`src/rtl/hfc_pkg.sv`:
```
package hfc_pkg;
  localparam int unsigned WORD_W  = 32;
  localparam int unsigned CNT_W   = $clog2(WORD_W);
  localparam int unsigned LEN_W   = 64;

  typedef enum logic [1:0] {
    SWAP_NONE = 2'd0,
    SWAP_HALF = 2'd1,
    SWAP_BYTE = 2'd2,
    SWAP_BIT  = 2'd3
  } swap_mode_e;
endpackage

```
`src/rtl/hfc_ctrl_reg.sv`:
```
module hfc_ctrl_reg #(
  parameter int unsigned ADDR_W     = 8,
  parameter logic [7:0]  REG_OFFSET = 8'h08,
  parameter int unsigned WORD_W     = 32,
  parameter int unsigned START_BIT  = 8,
  parameter int unsigned CNT_W      = 5
) (
  input  logic              clk,
  input  logic              rst_n,
  input  logic              init_i,
  input  logic [ADDR_W-1:0] addr_i,
  input  logic              we_i,
  input  logic [WORD_W-1:0] wdata_i,
  output logic [WORD_W-1:0] rdata_o,
  output logic [CNT_W-1:0]  cnt_o,
  output logic              start_req_o,
  output logic              start_o
);
  logic             sel;
  logic             hit;
  logic             go;
  logic [CNT_W-1:0] cnt_q, cnt_nxt;
  logic             cnt_en;
  logic             start_q, start_nxt;

  assign sel = (addr_i == ADDR_W'(REG_OFFSET));
  assign hit = sel && we_i;
  assign go  = hit && wdata_i[START_BIT];

  always_comb begin
    cnt_nxt = cnt_q;
    cnt_en  = 1'b0;
    if (init_i) begin
      cnt_nxt = '0;
      cnt_en  = 1'b1;
    end else if (hit && !wdata_i[START_BIT]) begin
      cnt_nxt = wdata_i[CNT_W-1:0];
      cnt_en  = 1'b1;
    end
    start_nxt = go;
  end

  always_ff @(posedge clk or negedge rst_n) begin
    if (!rst_n) begin
      cnt_q   <= '0;
      start_q <= 1'b0;
    end else begin
      if (cnt_en) cnt_q <= cnt_nxt;
      start_q <= start_nxt;
    end
  end

  assign rdata_o     = sel ? WORD_W'(cnt_q) : '0;
  assign cnt_o       = cnt_q;
  assign start_req_o = go;
  assign start_o     = start_q;


  cnt_hold_on_start_chk: assert property (@(posedge clk) disable iff (!rst_n)
    (go && !init_i) |=> $stable(cnt_q));


  start_from_write_chk: assert property (@(posedge clk) disable iff (!rst_n)
    start_o |-> $past(go));
endmodule

```
`src/rtl/hfc_swap.sv`:
```
module hfc_swap #(
  parameter int unsigned WORD_W = 32
) (
  input  logic              clk,
  input  logic              rst_n,
  input  logic [1:0]        mode_i,
  input  logic [WORD_W-1:0] word_i,
  output logic [WORD_W-1:0] word_o
);
  import hfc_pkg::*;

  localparam int unsigned HALF_W  = WORD_W / 2;
  localparam int unsigned N_BYTES = WORD_W / 8;

  logic [WORD_W-1:0] half_sw, byte_sw, bit_sw;

  assign half_sw = {word_i[HALF_W-1:0], word_i[WORD_W-1:HALF_W]};

  for (genvar b = 0; b < N_BYTES; b++) begin : g_byte
    assign byte_sw[8*b +: 8] = word_i[8*(N_BYTES-1-b) +: 8];
  end

  for (genvar i = 0; i < WORD_W; i++) begin : g_bit
    assign bit_sw[i] = word_i[WORD_W-1-i];
  end

  always_comb begin
    case (swap_mode_e'(mode_i))
      SWAP_HALF: word_o = half_sw;
      SWAP_BYTE: word_o = byte_sw;
      SWAP_BIT:  word_o = bit_sw;
      default:   word_o = word_i;
    endcase
  end


  swap_keeps_ones_chk: assert property (@(posedge clk) disable iff (!rst_n)
    $countones(word_o) == $countones(word_i));
endmodule

```
`src/rtl/hfc_mask.sv`:
```
module hfc_mask #(
  parameter int unsigned WORD_W = 32,
  parameter int unsigned CNT_W  = 5
) (
  input  logic              clk,
  input  logic              rst_n,
  input  logic [CNT_W-1:0]  cnt_i,
  input  logic [WORD_W-1:0] word_i,
  output logic [WORD_W-1:0] word_o
);
  logic             full;
  logic [WORD_W-1:0] keep;

  assign full = (cnt_i == '0);

  for (genvar i = 0; i < WORD_W; i++) begin : g_keep
    assign keep[i] = full || (CNT_W'(i) < cnt_i);
  end

  assign word_o = word_i & keep;


  mask_upper_zero_chk: assert property (@(posedge clk) disable iff (!rst_n)
    (cnt_i != '0) |-> ((word_o >> cnt_i) == '0));
endmodule

```
`src/rtl/hfc_len_cnt.sv`:
```
module hfc_len_cnt #(
  parameter int unsigned WORD_W = 32,
  parameter int unsigned CNT_W  = 5,
  parameter int unsigned WCNT_W = 32,
  parameter int unsigned LEN_W  = 64
) (
  input  logic             clk,
  input  logic             rst_n,
  input  logic             init_i,
  input  logic             strobe_i,
  input  logic             capture_i,
  input  logic [CNT_W-1:0] cnt_i,
  output logic [LEN_W-1:0] len_o
);
  logic [WCNT_W-1:0] wcnt_q, wcnt_nxt;
  logic              wcnt_en;
  logic [LEN_W-1:0]  len_q, len_calc;
  logic [LEN_W-1:0]  full_bits, tail_gap;

  always_comb begin
    wcnt_en  = init_i || strobe_i;
    wcnt_nxt = init_i ? '0 : wcnt_q + 1'b1;
  end

  assign full_bits = LEN_W'(wcnt_q) << CNT_W;
  assign tail_gap  = (cnt_i == '0) ? '0 : (LEN_W'(WORD_W) - LEN_W'(cnt_i));
  assign len_calc  = (wcnt_q == '0) ? '0 : (full_bits - tail_gap);

  always_ff @(posedge clk or negedge rst_n) begin
    if (!rst_n) begin
      wcnt_q <= '0;
      len_q  <= '0;
    end else begin
      if (wcnt_en)   wcnt_q <= wcnt_nxt;
      if (capture_i) len_q  <= len_calc;
    end
  end

  assign len_o = len_q;


  init_clears_words_chk: assert property (@(posedge clk) disable iff (!rst_n)
    init_i |=> (wcnt_q == '0));
endmodule

```
`src/rtl/hash_final_ctrl.sv`:
```
module hash_final_ctrl #(
  parameter int unsigned ADDR_W     = 8,
  parameter logic [7:0]  REG_OFFSET = 8'h08,
  parameter int unsigned START_BIT  = 8,
  parameter int unsigned WCNT_W     = 32
) (
  input  logic                         clk,
  input  logic                         rst_n,
  input  logic                         init_i,
  input  logic [ADDR_W-1:0]            bus_addr_i,
  input  logic                         bus_we_i,
  input  logic [hfc_pkg::WORD_W-1:0]   bus_wdata_i,
  output logic [hfc_pkg::WORD_W-1:0]   bus_rdata_o,
  input  logic                         din_valid_i,
  input  logic [hfc_pkg::WORD_W-1:0]   din_data_i,
  input  logic [1:0]                   swap_mode_i,
  output logic [hfc_pkg::WORD_W-1:0]   last_word_o,
  output logic [hfc_pkg::CNT_W-1:0]    valid_bits_o,
  output logic                         start_o,
  output logic [hfc_pkg::LEN_W-1:0]    msg_len_o
);
  import hfc_pkg::*;

  logic [1:0]        rst_sync_q;
  logic              rst_core_n;
  logic [WORD_W-1:0] raw_q;
  logic [WORD_W-1:0] swapped;
  logic [CNT_W-1:0]  cnt;
  logic              start_req;

  always_ff @(posedge clk or negedge rst_n) begin
    if (!rst_n) rst_sync_q <= 2'b00;
    else        rst_sync_q <= {rst_sync_q[0], 1'b1};
  end
  assign rst_core_n = rst_sync_q[1];

  always_ff @(posedge clk or negedge rst_core_n) begin
    if (!rst_core_n)      raw_q <= '0;
    else if (din_valid_i) raw_q <= din_data_i;
  end

  hfc_ctrl_reg #(
    .ADDR_W(ADDR_W), .REG_OFFSET(REG_OFFSET), .WORD_W(WORD_W),
    .START_BIT(START_BIT), .CNT_W(CNT_W)
  ) i_ctrl (
    .clk(clk), .rst_n(rst_core_n), .init_i(init_i),
    .addr_i(bus_addr_i), .we_i(bus_we_i), .wdata_i(bus_wdata_i),
    .rdata_o(bus_rdata_o), .cnt_o(cnt),
    .start_req_o(start_req), .start_o(start_o)
  );

  hfc_swap #(.WORD_W(WORD_W)) i_swap (
    .clk(clk), .rst_n(rst_core_n), .mode_i(swap_mode_i),
    .word_i(raw_q), .word_o(swapped)
  );

  hfc_mask #(.WORD_W(WORD_W), .CNT_W(CNT_W)) i_mask (
    .clk(clk), .rst_n(rst_core_n), .cnt_i(cnt),
    .word_i(swapped), .word_o(last_word_o)
  );

  hfc_len_cnt #(
    .WORD_W(WORD_W), .CNT_W(CNT_W), .WCNT_W(WCNT_W), .LEN_W(LEN_W)
  ) i_len (
    .clk(clk), .rst_n(rst_core_n), .init_i(init_i),
    .strobe_i(din_valid_i), .capture_i(start_req), .cnt_i(cnt),
    .len_o(msg_len_o)
  );

  assign valid_bits_o = cnt;
endmodule

```
`config.mk`:
```
export PLATFORM = sky130hd
export DESIGN_NAME = hash_final_ctrl
export DESIGN_NICKNAME = d
export VERILOG_FILES = /design/src/rtl/hfc_pkg.sv /design/src/rtl/hfc_ctrl_reg.sv /design/src/rtl/hfc_swap.sv /design/src/rtl/hfc_mask.sv /design/src/rtl/hfc_len_cnt.sv /design/src/rtl/hash_final_ctrl.sv
export SDC_FILE = /design/constraint.sdc
export NUM_CORES = 1
export LEC_CHECK = 0
export BUFFER_PORTS_ARGS = -buffer_cell sky130_fd_sc_hd__buf_2
export CORE_ASPECT_RATIO = 1.25
export CORE_UTILIZATION = 59
export CTS_BUF_LIST = sky130_fd_sc_hd__clkbuf_16
export DETAILED_ROUTE_END_ITERATION = 8
export GPL_TIMING_DRIVEN = 1
export PLACE_DENSITY = 0.95
export SLEW_MARGIN = 20
export SYNTH_ARGS = -nofsm -noshare
export SYNTH_HDL_FRONTEND = slang
export SYNTH_HIERARCHICAL = 1
export SYNTH_SLANG_ARGS = --single-unit
```
`constraint.sdc`:
```
create_clock -name clk -period 7.3 [get_ports clk]
set_clock_uncertainty 0.05 [all_clocks]
set_input_delay 0.73 -clock clk [delete_from_list [all_inputs] [get_ports clk]]
set_output_delay 0.73 -clock clk [all_outputs]
set_load 0.01 [all_outputs]
```
==> metrics.md <==
| Metric | Value |
|---|---|
| Outcome | `completed` |
| Post-synth EDFFs | `0` |
| Yosys top cell by area | `dfrtp_1` |
| Dominant synthesized flop cell | `dfrtp_1` |
| Worst path arrival time | `~4.5 ns` |
| Core box area | `13,400 sq um` |
| Postcts setup bufs | `0` |
| Routed vias/inst | `5.99` |
| TNS Setup | `0 ns` |
| Largest net degree at the start of global routing | `86` |
| Min cycle time layout | `4.34 ns` |
| Most used routing layer | `met2` |
| Standby leakage power | `4.64 nW` |
| Sink Count | `between 100 and 150` |
| Netlist cell types | `73` |
| Via count | `6,273` |
| RSZ-0062 raised after global routing | `no` |
| Initial Util | `0.614` |
| Seq/Total Area, Yosys | `0.413` |
| Fraction of registers with async set/reset | `1.00` |
| CTS tree | `done` |
| Fmax | `0.230 GHz` |
| Gr ovfl total | `0` |
| Final hold vios | `0` |
| # DRC | `0` |
| FP Rows | `47` |
| Die Y | `134 um` |
| CTS H-tree lvls | `4` |
| Worst path slowest cell | `dfrtp_1` |
| Io pins | `213` |
| Post-synthesis cell area | `slightly above 8000 sq um` |
| Detail Route Antenna Nets | `0` |
| Pins over their slew limit | `0` |
| Nets | `around 950` |
| CP dominant cell by count | `ha_1` |
| Worst setup SP type | `flip-flop` |
| I/O Buffers | `roughly 160` |
| CTS Buffer Depth | `2` |
| Fillers | `917` |
| Area Growth Syn to Fin | `14.3%` |
| RD Place Congestion | `0.850` |
| Final std cells w/o fill | `1,048` |
| Share of the synthesized area in the top cell type | `0.413` |
| Post-cts resize count | `0` |
| Crit-path leading delay family | `simple AND/OR/NAND/NOR gates` |
| Hold WS | `0.0451 ns` |
| Tightest Pin Transition | `between 0.9 and 1 ns` |
| Util after Layout | `0.702` |
| WL final | `19,400 um` |
| Die X-Extent | `approximately 110 um` |
| Final setup viols | `0` |
| Worst slew margin | `0.399` |
| Synth warnings | `6` |
| Num CTS Buffers | `17` |
| # hold bufs at CTS | `0` |
| First-pass GRT wire length | `31,400 um` |
| Placed cells | `1,016` |
| Worst setup EP type | `flip-flop` |
| CP required | `7.50 ns` |
| Cell with the most instances after synthesis | `dfrtp_1` |
| Drt pass-1 iters | `5` |
| Share of cells above drive strength 1 | `0.339` |
| Clk pin slew, worst setup/hold paths | `0.06 ns` |
| Met2 usage | `0.490` |
| Crit share post-route | `0.594` |
| Vias in the first global route | `6,028` |
| Critical path fanouts, max | `19` |
| ANT cells | `0` |
| Initial antenna violation count | `0` |
| Crit path buf inv count | `1` |
| Main area contributors after synthesis | `dfrtp_1 (41%), mux4_2 (7.7%), mux2_4 (5.5%)` |
| Post-detail-place hpwl | `13,000 um` |
| Yosys reg bits | `136` |
| Die area | `14,400 sq um` |
| PwrDens | `between 200 and 250 nW/um^2` |
| Biggest cell delay along the critical path | `0.85 ns` |
| Critical path class | `reg2reg` |
| Worst Hold Class | `in2async` |
| Worst-path cell chain | `inv_1 > ha_1 > and2_1 > ha_1 > nor4_1 > nand2_1 > ha_1 > nand2b_1 > and2_1 > nor3_2 > nor2_1 > nand3_1 > o21ai_0` |
| Drt initial violations | `304` |
| Avg Cell Area, Syn | `11.1 sq um` |
| WL/cell | `18.5 um` |
| Max Cap Viol | `0` |
| Gate Count Post-Synth | `739` |
| Met1 Use GR | `0.342` |
| Met3 global-route usage | `0.0554` |
| Top cells by count, synth | `dfrtp_1 (136), nor2_1 (50), o21ai_0 (42), inv_1 (40), xor2_1 (36)` |
| Total GRT Usage | `0.280` |
| CTS Root Cell | `clkbuf_16` |
| Clock Latency Late Sink | `0.41 ns` |
| Worst vdd ir | `161 uV` |
-- stage by stage --
step / total power (W) / cell area [sq um] / setup WS [ns]
CTS: 0.00201 / 9400 / 2.95
global placement: 0.00109 / 8790 / 3.17
finish: 0.00199 / 9410 / 2.96
floorplan: 0.00103 / 8330 / 3.18
global route: 0.00206 / 9410 / 2.55
detailed placement: 0.00111 / 8790 / 2.97
-- final timing paths --
path,slack (ns),depth (start not counted),start,to
worst max-delay path,2.96,13,i_ctrl/cnt_o[0]$_DFFE_PN0P_,i_len/len_o[51]$_DFFE_PN0P_
worst max register to register,2.96,13,i_ctrl/cnt_o[0]$_DFFE_PN0P_,i_len/len_o[51]$_DFFE_PN0P_
max in group asynchronous,5.64,2,rst_sync_q[1]$_DFF_PN0_,i_len/wcnt_q[4]$_DFFE_PN0P_
worst min-delay path,0.05,1,rst_n,rst_sync_q[1]$_DFF_PN0_
min in group clk,0.31,0,rst_sync_q[0]$_DFF_PN0_,rst_sync_q[1]$_DFF_PN0_
worst min register to register,0.31,0,rst_sync_q[0]$_DFF_PN0_,rst_sync_q[1]$_DFF_PN0_
-- flip-flops by register name, indices dropped and copies added, names as in the netlist --
signal and count:
i_ctrl/cnt_o 5, i_ctrl/start_o 1, rst_sync_q 2, i_len/len_o 64, raw_q 32, i_len/wcnt_q 32
-- layer usage --
metal,vias up,routed length (um)
met1,3071,7490
li1,2847,-
met3,29,1370
met5,-,0
met4,0,368
met2,326,10200
-- kinds of logic after synthesis --
family / count (synthesis) / synth area share
adder cells (fa/ha/maj): 6 / 0.00912
XOR/XNOR: 56 / 0.0596
flip-flops: 136 / 0.413
AO/OA/AOI/OAI: 131 / 0.115
AND/OR/NAND/NOR: 211 / 0.154
multiplexers: 70 / 0.154
buffers and inverters: 127 / 0.0935
other: 2 / 0.000912
-- cell usage in the layout (no fill, tap or decap), types with 4 or more instances in the layout --
cell type  count
buf_2        159
dfrtp_1      135
nor2_1        50
o21ai_0       42
inv_1         41
xor2_1        36
mux2_4        30
conb_1        28
a22o_1        28
mux4_2        28
nand2_1       21
xnor2_1       20
nand3_1       20
nor3_1        19
clkbuf_16     17
nor4_1        14
nand2b_1      13
or3_1         11
and2_1         7
a21oi_1        7
nand4_1        7
buf_4          7
a21boi_1       7
inv_6          6
mux2i_1        6
o31a_1         6
ha_1           6
a21boi_0       6
and3_2         5
a21boi_2       5
and4_1         4
or2_2          4
o31ai_1        4
and3_1         4
nor2b_1        4
o21a_1         4
mux4_1         4
-- final cells by class --
| type | count | area [sq um] | share of cell area |
|---|---|---|---|
| clock buffers | 17 | 425 | 0.0452 |
| clock inverters | 15 | 191 | 0.0203 |
| inverters | 40 | 150 | 0.0160 |
| multi-input cells | 502 | 4160 | 0.442 |
| flip-flops and latches | 136 | 3410 | 0.362 |
| well taps | 171 | 214 | 0.0227 |
| repair buffers | 167 | 860 | 0.0914 |
-- where the power goes --
group / switching [W] / internal, W / leakage [nW]
clock: 0.000347 / 0.000547 / 0.297
sequential: 0.0000343 / 0.000782 / 1.69
combinational: 0.000139 / 0.000143 / 2.65
No activity file was read; power rests on OpenSTA's default activity.
